[config.mk]
export PLATFORM = sky130hd
export DESIGN_NAME = pcsel_top
export DESIGN_NICKNAME = d
export VERILOG_FILES = /design/src/rtl/pcsel_pkg.sv /design/src/rtl/pcsel_step_add.sv /design/src/rtl/pcsel_ptr_tgt.sv /design/src/rtl/pcsel_mux.sv /design/src/rtl/pcsel_top.sv
export SDC_FILE = /design/constraint.sdc
export NUM_CORES = 1
export LEC_CHECK = 0
export ABC_AREA = 1
export BUFFER_PORTS_ARGS = -buffer_cell sky130_fd_sc_hd__buf_2
export CAP_MARGIN = 20
export CORE_MARGIN = 5
export CORE_UTILIZATION = 50
export CTS_BUF_LIST = sky130_fd_sc_hd__clkbuf_8
export CTS_CLUSTER_DIAMETER = 200
export DETAILED_ROUTE_END_ITERATION = 8
export HOLD_SLACK_MARGIN = 0.02
export PLACE_DENSITY = 0.82
export SLEW_MARGIN = 20
export SYNTH_ARGS = -nofsm -noshare
export SYNTH_HDL_FRONTEND = slang
export SYNTH_SLANG_ARGS = --single-unit
[constraint.sdc]
create_clock -name clk -period 3.2 [get_ports clk]
set_clock_uncertainty 0.1 [all_clocks]
set_input_delay 0.64 -clock clk [delete_from_list [all_inputs] [get_ports clk]]
set_output_delay 0.64 -clock clk [all_outputs]
set_load 0.1 [all_outputs]
[src/rtl/pcsel_pkg.sv]
// Package: shared transfer-type codes for the program counter target selector.
// Assumes: codes 5..7 are not assigned and are treated as sequential flow.
package pcsel_pkg;

    typedef enum logic [2:0] {
        XFER_SEQ  = 3'd0,
        XFER_ABS  = 3'd1,
        XFER_PTR  = 3'd2,
        XFER_XPTR = 3'd3,
        XFER_REL  = 3'd4
    } xfer_e;

endpackage

[src/rtl/pcsel_step_add.sv]
// Module: pcsel_step_add
// Adds a step to the current PC. The step is either the sign-extended
// relative offset plus one, or a fixed 1 or 2 for sequential flow.
// Assumes: the result wraps modulo 2^PC_W; REL_W >= 2.
module pcsel_step_add #(
    parameter int PC_W  = 22,
    parameter int REL_W = 12
) (
    input  logic [PC_W-1:0]  pc_i,
    input  logic [REL_W-1:0] rel_k_i,
    input  logic             use_rel_i,
    input  logic             two_word_i,
    output logic [PC_W-1:0]  sum_o
);

    logic [PC_W-1:0] k_ext;
    logic [PC_W-1:0] step;

    // Widen or narrow the offset to the PC width, keeping its sign.
    generate
        if (PC_W > REL_W) begin : g_sext
            assign k_ext = {{(PC_W-REL_W){rel_k_i[REL_W-1]}}, rel_k_i};
        end else begin : g_trunc
            assign k_ext = rel_k_i[PC_W-1:0];
        end
    endgenerate

    // Pick the increment and form the modular sum.
    always_comb begin
        if (use_rel_i)
            step = k_ext + PC_W'(1);
        else if (two_word_i)
            step = PC_W'(2);
        else
            step = PC_W'(1);
        sum_o = pc_i + step;
    end

endmodule

[src/rtl/pcsel_ptr_tgt.sv]
// Module: pcsel_ptr_tgt
// Forms the pointer-based target: the zero-extended pointer, or the extension
// bits stacked above the pointer when the extended variant is built in.
// Assumes: PC_W <= Z_W + EXT_W.
module pcsel_ptr_tgt #(
    parameter int PC_W    = 22,
    parameter int Z_W     = 16,
    parameter int EXT_W   = 8,
    parameter bit HAS_EXT = 1'b1
) (
    input  logic [Z_W-1:0]   z_i,
    input  logic [EXT_W-1:0] ext_i,
    input  logic             use_ext_i,
    output logic [PC_W-1:0]  tgt_o
);

    localparam int WIDE_W = Z_W + EXT_W;

    logic [WIDE_W-1:0] z_wide;
    logic [WIDE_W-1:0] xz_wide;
    logic              unused_ptr;

    assign z_wide     = {{EXT_W{1'b0}}, z_i};
    assign xz_wide    = {ext_i, z_i};
    assign unused_ptr = ^{xz_wide, use_ext_i};

    // Choose the variant: extension-aware selection or plain pointer.
    generate
        if (HAS_EXT) begin : g_ext
            assign tgt_o = use_ext_i ? xz_wide[PC_W-1:0] : z_wide[PC_W-1:0];
        end else begin : g_noext
            assign tgt_o = z_wide[PC_W-1:0];
        end
    endgenerate

endmodule

[src/rtl/pcsel_mux.sv]
// Module: pcsel_mux
// Chooses the next-PC source from the transfer code and flags real transfers.
// Assumes: unassigned codes fall back to the sequential sum.
module pcsel_mux
    import pcsel_pkg::*;
#(
    parameter int PC_W = 22
) (
    input  logic [2:0]      mode_i,
    input  logic [PC_W-1:0] sum_i,
    input  logic [PC_W-1:0] imm_i,
    input  logic [PC_W-1:0] ptr_i,
    output logic [PC_W-1:0] pc_o,
    output logic            taken_o
);

    // Route one source to the output according to the code.
    always_comb begin
        pc_o    = sum_i;
        taken_o = 1'b0;
        case (mode_i)
            XFER_ABS:  begin pc_o = imm_i; taken_o = 1'b1; end
            XFER_PTR,
            XFER_XPTR: begin pc_o = ptr_i; taken_o = 1'b1; end
            XFER_REL:  begin pc_o = sum_i; taken_o = 1'b1; end
            default:   begin pc_o = sum_i; taken_o = 1'b0; end
        endcase
    end

endmodule

[src/rtl/pcsel_top.sv]
// Module: pcsel_top
// Registered next-program-counter selector with sequential, absolute,
// pointer, extended pointer and relative modes.
// Assumes: inputs are valid every cycle; PC_W <= 16 + EXT_W and PC_W <= 22.
module pcsel_top
    import pcsel_pkg::*;
#(
    parameter int PC_W    = 22,
    parameter int REL_W   = 12,
    parameter int EXT_W   = 8,
    parameter bit HAS_EXT = 1'b1
) (
    input  logic             clk,
    input  logic             rst_n,
    input  logic [2:0]       mode_i,
    input  logic             two_word_i,
    input  logic [PC_W-1:0]  pc_i,
    input  logic [PC_W-1:0]  imm_i,
    input  logic [REL_W-1:0] rel_k_i,
    input  logic [15:0]      z_i,
    input  logic [EXT_W-1:0] ext_i,
    output logic [PC_W-1:0]  next_pc_o,
    output logic             taken_o
);

    localparam int Z_W = 16;

    logic [PC_W-1:0] sum_w;
    logic [PC_W-1:0] ptr_w;
    logic [PC_W-1:0] sel_w;
    logic            take_w;
    logic            is_rel;
    logic            is_xptr;

    // Decode the two codes that steer the shared datapath pieces.
    always_comb begin
        is_rel  = (mode_i == XFER_REL);
        is_xptr = (mode_i == XFER_XPTR);
    end

    pcsel_step_add #(.PC_W(PC_W), .REL_W(REL_W)) u_add (
        .pc_i       (pc_i),
        .rel_k_i    (rel_k_i),
        .use_rel_i  (is_rel),
        .two_word_i (two_word_i),
        .sum_o      (sum_w)
    );

    pcsel_ptr_tgt #(.PC_W(PC_W), .Z_W(Z_W), .EXT_W(EXT_W), .HAS_EXT(HAS_EXT)) u_ptr (
        .z_i       (z_i),
        .ext_i     (ext_i),
        .use_ext_i (is_xptr),
        .tgt_o     (ptr_w)
    );

    pcsel_mux #(.PC_W(PC_W)) u_mux (
        .mode_i  (mode_i),
        .sum_i   (sum_w),
        .imm_i   (imm_i),
        .ptr_i   (ptr_w),
        .pc_o    (sel_w),
        .taken_o (take_w)
    );

    // Capture the selected target; clear on synchronous reset.
    always_ff @(posedge clk) begin
        if (!rst_n) begin
            next_pc_o <= '0;
            taken_o   <= 1'b0;
        end else begin
            next_pc_o <= sel_w;
            taken_o   <= take_w;
        end
    end

endmodule

==> flow_metrics.env, run 1 <==
export IMPL_synth_edf_count=0
export IMPL_area_delta_synth_final_pct=24.1
export IMPL_dieArea_um2=7430
export IMPL_arrival_ns=2.95
export IMPL_cts_resized=0
export IMPL_async_reset_ff_share_pct=0
export IMPL_cts_made_buffers=3
export IMPL_p_sw_share_pct=46.9
export IMPL_vias=3327
export IMPL_synth_top_area_cell="nand2_1"
export IMPL_worstPathMaxFanout=9
export IMPL_cp_required_ns=3.29
export IMPL_drt_wl_total_um=8280
export IMPL_avgSynthCellArea_um2=6.14
export IMPL_cellLeakagePower_nw=2.09
export IMPL_ir_drop_uv=259
export IMPL_maxSlewHeadroom_pct=41.9
export IMPL_drive_above_1_share_pct=29.8
export IMPL_hold_violations=0
export IMPL_antenna_left=0
export IMPL_hold_path_class="primary input to register"
export IMPL_worstSetupPathType="primary input to register"
export IMPL_place_area_um2=3560
export IMPL_fp_dieH_um=86.2
export IMPL_synthTopCellsByArea="nand2_1, dfxtp_1, inv_1, ha_1, nand3_1"
export IMPL_period_minus_slack_ns=2.86
export IMPL_cts_hold_buf=0
export IMPL_yosys_register_bits=23
export IMPL_via_per_inst=5.05
export IMPL_finalSetupTns_ns=0
export IMPL_yosysTopAreaCellShare_pct=19.8
export IMPL_grt_max_degree=24
export IMPL_syn_nets=583
export IMPL_comb_power_share_pct=53.6
export IMPL_core_area_um2=5570
export IMPL_setup_viol=0
export IMPL_dr_pass1_iters=5
export IMPL_worstMarginPinSlew_ns=0.870
export IMPL_status="complete, no violations"
export IMPL_cts_setup_buffers=0
export IMPL_drtIter0Drc=120
export IMPL_cts_root_buf="clkbuf_8"
export IMPL_synth_cell_types=37
export IMPL_stdcell_area_um2=3600
export IMPL_cp_start_kind="primary input"
export IMPL_p_sw_w=0.000492
export IMPL_ios=109
export IMPL_p_seq_share_pct=30.3
export IMPL_grt_pass1_wl_um=13900
export IMPL_std_cell_rows=27
export IMPL_cts_buffer_depth=2
export IMPL_fill_cells=528
export IMPL_grt_antenna_before_repair=0
export IMPL_multi_input_area_um2=2060
export IMPL_die_x_um=86.2
export IMPL_netlist_instances=473
export IMPL_endpoint_kind="register"
export IMPL_slew_viol_final=0
export IMPL_first_global_vias=3233
export IMPL_synth_warning_count=0
export IMPL_hpwl_um=7050
export IMPL_grt_total_usage_pct=22.3
export IMPL_remaining_drc_errors=0
export IMPL_initial_utilization_pct=52.1
export IMPL_synth_most_common_cell="nand2_1"
export IMPL_htree_levels=1
export IMPL_clk_pin_slew_ns=0.07
export IMPL_yosysSeqAreaShare_pct=15.9
export IMPL_clock_sinks=23
export IMPL_grt_remaining_overflow=0
export IMPL_synthFlopType="dfxtp_1"
export IMPL_register_area_um2=460
export IMPL_drv_cap=0
export IMPL_power_internal_w=0.000557
export IMPL_syn_area_um2=2900
export IMPL_worstSetupEndpoint="next_pc_o[20]"
export IMPL_clkPwrFrac_pct=16.0
export IMPL_ys_top_cells_by_count="nand2_1, inv_1, nand3_1"
export IMPL_rsz0062_at_grt="false"
export IMPL_cts_tree="built"
export IMPL_nets=698
export IMPL_pwr_density_cell_nw_per_um2=291
export IMPL_finalCritPeriodShare_pct=89.4
export IMPL_crit_start="mode_i[1]"
export IMPL_port_buffers=106
export IMPL_diodes=0
export IMPL_place_congestion=0.892
export IMPL_fmax_ghz=0.349
export IMPL_wl_per_cell_um=12.6
## power groups by stage
stage	sequential (W)	combinational (W)	clock (W)
final	0.000318	0.000563	0.000168
after global routing	0.000321	0.000607	0.000181
after CTS	0.000318	0.000562	0.000172
after detailed placement	0.000325	0.000559	0
after global placement	0.000324	0.000551	0
after floorplan	0.000521	0.000221	0
## cell type report
type	instances	share of cell area [%]
flip-flops and latches	23	12.8
multi-input cells	357	57.3
repair buffers	119	17.4
clock buffers	3	1.15
well taps	72	2.50
clock inverters	1	0.104
inverters	84	8.75
## worst min path at each step
stage,from,end,slack (ns),cells after the start
floorplan,imm_i[0],next_pc_o[0],0.70,2
global placement,z_i[8],next_pc_o[8],0.82,3
detailed placement,imm_i[1],next_pc_o[1],0.82,3
CTS,imm_i[1],next_pc_o[1],0.54,3
global route,imm_i[1],next_pc_o[1],0.55,3
finish,z_i[3],next_pc_o[3],0.55,3
## layout by cell type (no fill, tap or decap), types with 2 or more instances in the layout
cell type	netlist	final
a21oi_1	19	19
a21oi_2	14	14
a221oi_1	2	2
a22o_1	7	7
a31oi_1	9	9
a32o_1	6	6
and2_4	2	2
and3_1	2	2
buf_2	3	106
buf_4	1	13
clkbuf_8	0	3
dfxtp_1	23	23
ha_1	23	23
inv_1	81	82
inv_2	3	3
nand2_1	153	153
nand2_2	12	12
nand3_1	28	28
nand3_2	6	6
nand3b_1	7	7
nand4_1	4	4
nor2_1	26	26
nor2_2	8	8
nor2_4	4	4
nor3_1	4	4
o21ai_0	3	3
o21bai_1	3	3
xor2_1	7	7
## kinds of logic (layout without fill, tap and decap cells)
group	after synthesis	in the layout	synth area share (%)
adder cells (fa/ha/maj)	24	24	10.6
XOR/XNOR	7	7	2.11
AND/OR/NAND/NOR	262	262	42.6
AO/OA/AOI/OAI	64	64	15.8
buffers and inverters	93	207	13.1
flip-flops	23	23	15.9
## through the flow
stage	setup WS [ns]	hold slack, ns	total power, W	cells	util, %
5_1_grt	0.0823	0.548	0.00111	659	64.6
3_3_place_gp	0.146	0.821	0.000875	655	63.8
4_1_cts	0.322	0.543	0.00105	659	64.6
6_report	0.339	0.548	0.00105	659	64.6
3_5_place_dp	0.0621	0.819	0.000884	655	63.8
2_1_floorplan	0.475	0.703	0.000742	473	-
## flip-flops by register name, summed over array words and instances, names as in the netlist
register / flops
taken_o: 1
next_pc_o: 22
## per-layer routing
layer  global-route usage [%]  wire length [um]
met5                        0                 0
met4                     5.52                83
met3                     2.76               664
met1                     27.2              3460
met2                     41.1              4070
## worst max-delay path: stages
cell and delay [ns]:
buf_2 0.11, inv_1 0.07, nand3_1 0.24, nor2_1 0.21, nand2_1 0.09, inv_1 0.25
ha_1 0.37, a21oi_1 0.32, a21oi_1 0.11, nor2_1 0.15, nand3_1 0.10, nand2_1 0.08
nand3_2 0.09, a21oi_2 0.12
Power figures use the tool's default switching activity.
==> run 2, diff against run 1 <==
--- a/config.mk
+++ b/config.mk
@@ -8,6 +8,7 @@
 export ABC_AREA = 1
 export BUFFER_PORTS_ARGS = -buffer_cell sky130_fd_sc_hd__buf_2
 export CAP_MARGIN = 20
+export CORE_ASPECT_RATIO = 0.8
 export CORE_MARGIN = 5
 export CORE_UTILIZATION = 50
 export CTS_BUF_LIST = sky130_fd_sc_hd__clkbuf_8
@@ -15,6 +16,7 @@
 export DETAILED_ROUTE_END_ITERATION = 8
 export HOLD_SLACK_MARGIN = 0.02
 export PLACE_DENSITY = 0.82
+export RECOVER_POWER = 50
 export SLEW_MARGIN = 20
 export SYNTH_ARGS = -nofsm -noshare
 export SYNTH_HDL_FRONTEND = slang
==> run 2 against run 1 <==
Effect of this change:
- first-iteration DRC count grew 83%
- hold slack lost 0.0044 ns
- routed wire length grew 3.5%
- utilization grew 0.38 points
- global-route usage grew 0.27 points
- cell count grew 1.5%
- final area grew 0.24%
- combinational power is essentially flat
- non-clock buffer count grew 4
==> flow_metrics.env, run 2 (synthesis results as in run 1) <==
export IMPL_clock_sinks=23
export IMPL_place_congestion=0.946
export IMPL_worstMarginPinSlew_ns=1.21
export IMPL_cp_start_kind="primary input"
export IMPL_drive_above_1_share_pct=26.4
export IMPL_grt_max_degree=24
export IMPL_final_cell_mix="nand2_1, buf_2, inv_1"
export IMPL_grt_remaining_overflow=0
export IMPL_grt_total_usage_pct=22.5
export IMPL_drtIter0Drc=220
export IMPL_cts_buffer_depth=2
export IMPL_cts_resized=0
export IMPL_rsz0062_at_grt="false"
export IMPL_largest_register="next_pc_o"
export IMPL_largest_registers="next_pc_o x22, taken_o x1"
export IMPL_hold_path_class="primary input to register"
export IMPL_layout_commonest_cell="nand2_1"
export IMPL_dieArea_um2=7440
export IMPL_arrival_ns=2.98
export IMPL_setup_viol=0
export IMPL_hold_depth=3
export IMPL_cts_setup_buffers=0
export IMPL_worstSetupPathType="primary input to register"
export IMPL_vias=3385
export IMPL_htree_levels=1
export IMPL_fmax_ghz=0.346
export IMPL_finalSetupTns_ns=0
export IMPL_fp_dieH_um=78.2
export IMPL_maxSlewHeadroom_pct=19.9
export IMPL_hold_violations=0
export IMPL_port_buffers=106
export IMPL_slew_viol_final=0
export IMPL_clk_pin_slew_ns=0.07
export IMPL_cellLeakagePower_nw=2.03
export IMPL_endpoint_kind="register"
export IMPL_grt_pass1_wl_um=13800
export IMPL_clkPwrFrac_pct=16.2
export IMPL_multi_input_area_um2=2060
export IMPL_hpwl_um=7320
export IMPL_wl_per_cell_um=12.8
export IMPL_ios=109
export IMPL_place_ws_ns=0.0501
export IMPL_area_delta_synth_final_pct=24.4
export IMPL_cp_required_ns=3.29
export IMPL_power_internal_w=0.000554
export IMPL_cts_hold_buf=0
export IMPL_p_sw_w=0.000501
export IMPL_cts_root_buf="clkbuf_8"
export IMPL_drt_wl_total_um=8570
export IMPL_dr_pass1_iters=5
export IMPL_pwr_density_cell_nw_per_um2=292
export IMPL_cts_made_buffers=3
export IMPL_p_seq_share_pct=30.4
export IMPL_std_cell_rows=24
export IMPL_core_area_um2=5560
export IMPL_grt_antenna_before_repair=0
export IMPL_via_per_inst=5.06
export IMPL_drv_cap=0
export IMPL_antenna_left=0
export IMPL_fill_cells=527
export IMPL_p_sw_share_pct=47.5
export IMPL_initial_utilization_pct=52.3
export IMPL_ir_drop_uv=175
export IMPL_worstPathMaxFanout=6
export IMPL_register_area_um2=460
export IMPL_status="complete, no violations"
export IMPL_nets=702
export IMPL_diodes=0
export IMPL_largest_register_ffs=22
export IMPL_first_global_vias=3231
export IMPL_holdWs_ns=0.544
export IMPL_die_x_um=95.2
export IMPL_comb_power_share_pct=53.4
export IMPL_cts_tree="built"
export IMPL_p_total_w=0.00106
export IMPL_finalCritPeriodShare_pct=90.3
export IMPL_period_minus_slack_ns=2.89
export IMPL_fin_ws_ns=0.309
export IMPL_remaining_drc_errors=0
[run 2: area by class of cell]
class / instances / area share, %
tap: 78 / 2.70
clock inverter: 1 / 0.104
clock buffer: 3 / 1.14
timing repair buffer: 123 / 17.4
inverter: 84 / 8.73
multi-input combinational: 357 / 57.2
sequential: 23 / 12.7
[run 2: stage by stage]
| stage | cells | util, % | instance area [um^2] |
|---|---|---|---|
| 2_1_floorplan | 473 | - | 2900 |
| 3_3_place_gp | 665 | 64.7 | 3600 |
| 3_5_place_dp | 665 | 64.7 | 3600 |
| 4_1_cts | 669 | 65.5 | 3640 |
| 5_1_grt | 669 | 65.0 | 3610 |
| 6_report | 669 | 65.0 | 3610 |
[run 2: path summary, 6_finish.rpt]
kind                         to  slack, ns       from
setup / recovery  next_pc_o[16]       0.31  mode_i[1]
hold / removal     next_pc_o[2]       0.54     z_i[2]
[run 2: power groups by stage]
stage | combinational [W] | clock [W] | sequential (W)
CTS | 0.000569 | 0.000173 | 0.000319
floorplan | 0.000221 | 0 | 0.000521
global route | 0.000607 | 0.000184 | 0.000322
global placement | 0.000557 | 0 | 0.000325
finish | 0.000564 | 0.000171 | 0.000320
detailed placement | 0.000567 | 0 | 0.000326
[run 2: critical path, stage by stage]
cell	delay, ns
buf_2	0.11
inv_1	0.06
nand3_1	0.25
inv_1	0.22
o21ai_0	0.13
a21oi_1	0.14
ha_1	0.32
a21oi_1	0.35
and2_4	0.23
nor2_1	0.04
nor2_1	0.12
nand2_1	0.07
nand2_1	0.05
nand3_1	0.07
a21oi_2	0.15
[run 2: per-layer routing]
layer | track usage (%) | vias up | wire (um)
met5 | 0 | - | 0
met4 | 6.34 | 0 | 85
met3 | 2.20 | 7 | 825
met2 | 38.0 | 141 | 3750
met1 | 30.3 | 1484 | 3910
li1 | - | 1753 | -
==> run 3, diff against run 2 <==
--- a/config.mk
+++ b/config.mk
@@ -9,7 +9,6 @@
 export BUFFER_PORTS_ARGS = -buffer_cell sky130_fd_sc_hd__buf_2
 export CAP_MARGIN = 20
 export CORE_ASPECT_RATIO = 0.8
-export CORE_MARGIN = 5
 export CORE_UTILIZATION = 50
 export CTS_BUF_LIST = sky130_fd_sc_hd__clkbuf_8
 export CTS_CLUSTER_DIAMETER = 200
==> run 3 against run 2 <==
Effect of this change:
- critical path depth is the same
- sequential power barely moved
- via count rose by 2.2%
- count of clock-buffer cells in the layout did not move
- clock power is essentially flat
- critical endpoint is now next_pc_o[19]
- global-route usage is 5.3 points higher
- first-iteration DRC count up 10%
- routed wire length decreased by 1.9%
- setup slack worse by 0.0051 ns
- cell count up 0.30%
- hold slack better by 0.0023 ns
==> flow_metrics.env, run 3 (synthesis results as in run 1) <==
export IMPL_grt_pass1_wl_um=13800
export IMPL_dieArea_um2=6120
export IMPL_finalCritPeriodShare_pct=90.5
export IMPL_initial_utilization_pct=52.6
export IMPL_via_per_inst=5.16
export IMPL_cts_made_buffers=3
export IMPL_rsz0062_at_grt="false"
export IMPL_std_cell_rows=24
export IMPL_grt_remaining_overflow=0
export IMPL_area_delta_synth_final_pct=25.4
export IMPL_worstPathMaxFanout=7
export IMPL_clock_sinks=23
export IMPL_antenna_left=0
export IMPL_p_sw_share_pct=47.5
export IMPL_cts_setup_buffers=0
export IMPL_cp_required_ns=3.29
export IMPL_maxSlewHeadroom_pct=20.9
export IMPL_hp_start="z_i[5]"
export IMPL_p_sw_w=0.000504
export IMPL_cts_resized=0
export IMPL_cp_slowest_cell="ha_1"
export IMPL_diodes=0
export IMPL_place_area_um2=3620
export IMPL_drtIter0Drc=243
export IMPL_place_congestion=0.890
export IMPL_drive_above_1_share_pct=26.8
export IMPL_grt_total_usage_pct=27.9
export IMPL_fmax_ghz=0.345
export IMPL_drt_wl_total_um=8410
export IMPL_status="complete, no violations"
export IMPL_setup_viol=0
export IMPL_clk_pin_slew_ns=0.08
export IMPL_arrival_ns=2.99
export IMPL_ir_drop_uv=157
export IMPL_cellLeakagePower_nw=2.04
export IMPL_die_x_um=87.2
export IMPL_largest_registers="next_pc_o x22, taken_o x1"
export IMPL_nets=704
export IMPL_hold_path_class="primary input to register"
export IMPL_pwr_density_cell_nw_per_um2=291
export IMPL_slew_viol_final=0
export IMPL_ios=109
export IMPL_endpoint_kind="register"
export IMPL_path_cells="buf_2 -> inv_2 -> nand3_1 -> buf_4 -> a221oi_1 -> ha_1 -> nand2_2 -> inv_1 -> a21oi_2 -> nand2_1 -> nand2_1 -> nand3_1 -> nand2_1 -> nand3_1 -> a21oi_2"
export IMPL_power_internal_w=0.000557
export IMPL_finalSetupTns_ns=0
export IMPL_grt_antenna_before_repair=0
export IMPL_whs_endpoint="next_pc_o[5]"
export IMPL_fp_dieH_um=70.2
export IMPL_cts_hold_buf=0
export IMPL_largest_register="next_pc_o"
export IMPL_p_seq_share_pct=30.2
export IMPL_drv_cap=0
export IMPL_final_cell_mix="nand2_1, buf_2, inv_1"
export IMPL_htree_levels=1
export IMPL_largest_register_ffs=22
export IMPL_critPathMaxStageDelay_ns=0.37
export IMPL_grt_max_degree=24
export IMPL_core_area_um2=5530
export IMPL_clkPwrFrac_pct=16.3
export IMPL_comb_power_share_pct=53.5
export IMPL_first_global_vias=3216
export IMPL_cts_tree="built"
export IMPL_hpwl_um=7020
export IMPL_dr_pass1_iters=4
export IMPL_hold_violations=0
export IMPL_layout_commonest_cell="nand2_1"
export IMPL_stdcell_area_um2=3640
export IMPL_remaining_drc_errors=0
export IMPL_vias=3461
export IMPL_cts_root_buf="clkbuf_8"
export IMPL_port_buffers=106
export IMPL_wl_per_cell_um=12.5
export IMPL_cts_buffer_depth=2
export IMPL_cp_start_kind="primary input"
export IMPL_hold_depth=3
export IMPL_worstMarginPinSlew_ns=1.19
export IMPL_worstSetupPathType="primary input to register"
export IMPL_period_minus_slack_ns=2.90
[run 3: area by class of cell]
| type | instances | area [um^2] |
|---|---|---|
| clock buffers | 3 | 41.3 |
| repair buffers | 125 | 658 |
| inverters | 84 | 315 |
| clock inverters | 1 | 3.75 |
| fillers | 546 | 1880 |
| well taps | 78 | 97.6 |
| flip-flops and latches | 23 | 460 |
| multi-input cells | 357 | 2060 |
[run 3: power groups by stage]
stage	registers, W	logic [W]	clock network (W)
floorplan	0.000521	0.000221	0
global placement	0.000325	0.000557	0
detailed placement	0.000326	0.000568	0
CTS	0.000319	0.000571	0.000172
global route	0.000323	0.000610	0.000186
finish	0.000320	0.000568	0.000173
[run 3: worst max path at each step]
| stage | end | cells past startpoint | start | slack, ns |
|---|---|---|---|---|
| 6_report | next_pc_o[19] | 15 | mode_i[0] | 0.30 |
| 5_1_grt | next_pc_o[21] | 18 | rel_k_i[0] | 0.02 |
| 4_1_cts | next_pc_o[21] | 19 | rel_k_i[0] | 0.35 |
| 3_5_place_dp | next_pc_o[21] | 19 | rel_k_i[0] | 0.08 |
| 3_3_place_gp | next_pc_o[21] | 19 | rel_k_i[0] | 0.15 |
| 2_1_floorplan | next_pc_o[16] | 20 | mode_i[0] | 0.48 |
[run 3: critical path, delay by kind of cell]
family | cells | cell delay [ns]
and+or+nand+nor | 7 | 0.91
AOI/OAI and AO/OA | 3 | 0.55
buffers and inverters | 4 | 0.51
adders and majority gates | 1 | 0.37
[run 3: layer usage]
layer | GRT usage [%] | vias to the layer above | share of wire (%)
met5 | 0 | - | 0
met2 | 48.6 | 140 | 46
met4 | 8.01 | 0 | 1.7
met3 | 3.55 | 16 | 7.1
met1 | 35.7 | 1548 | 45
li1 | - | 1757 | -
[run 3: stage by stage]
stage / util [%] / total power, W / hold WS [ns] / setup slack [ns] / std cells
floorplan: - / 0.000742 / 0.703 / 0.475 / 473
global placement: 65.6 / 0.000882 / 0.817 / 0.152 / 667
detailed placement: 65.6 / 0.000894 / 0.824 / 0.0802 / 667
CTS: 66.4 / 0.00106 / 0.548 / 0.351 / 671
global route: 65.9 / 0.00112 / 0.551 / 0.0235 / 671
finish: 65.9 / 0.00106 / 0.546 / 0.304 / 671
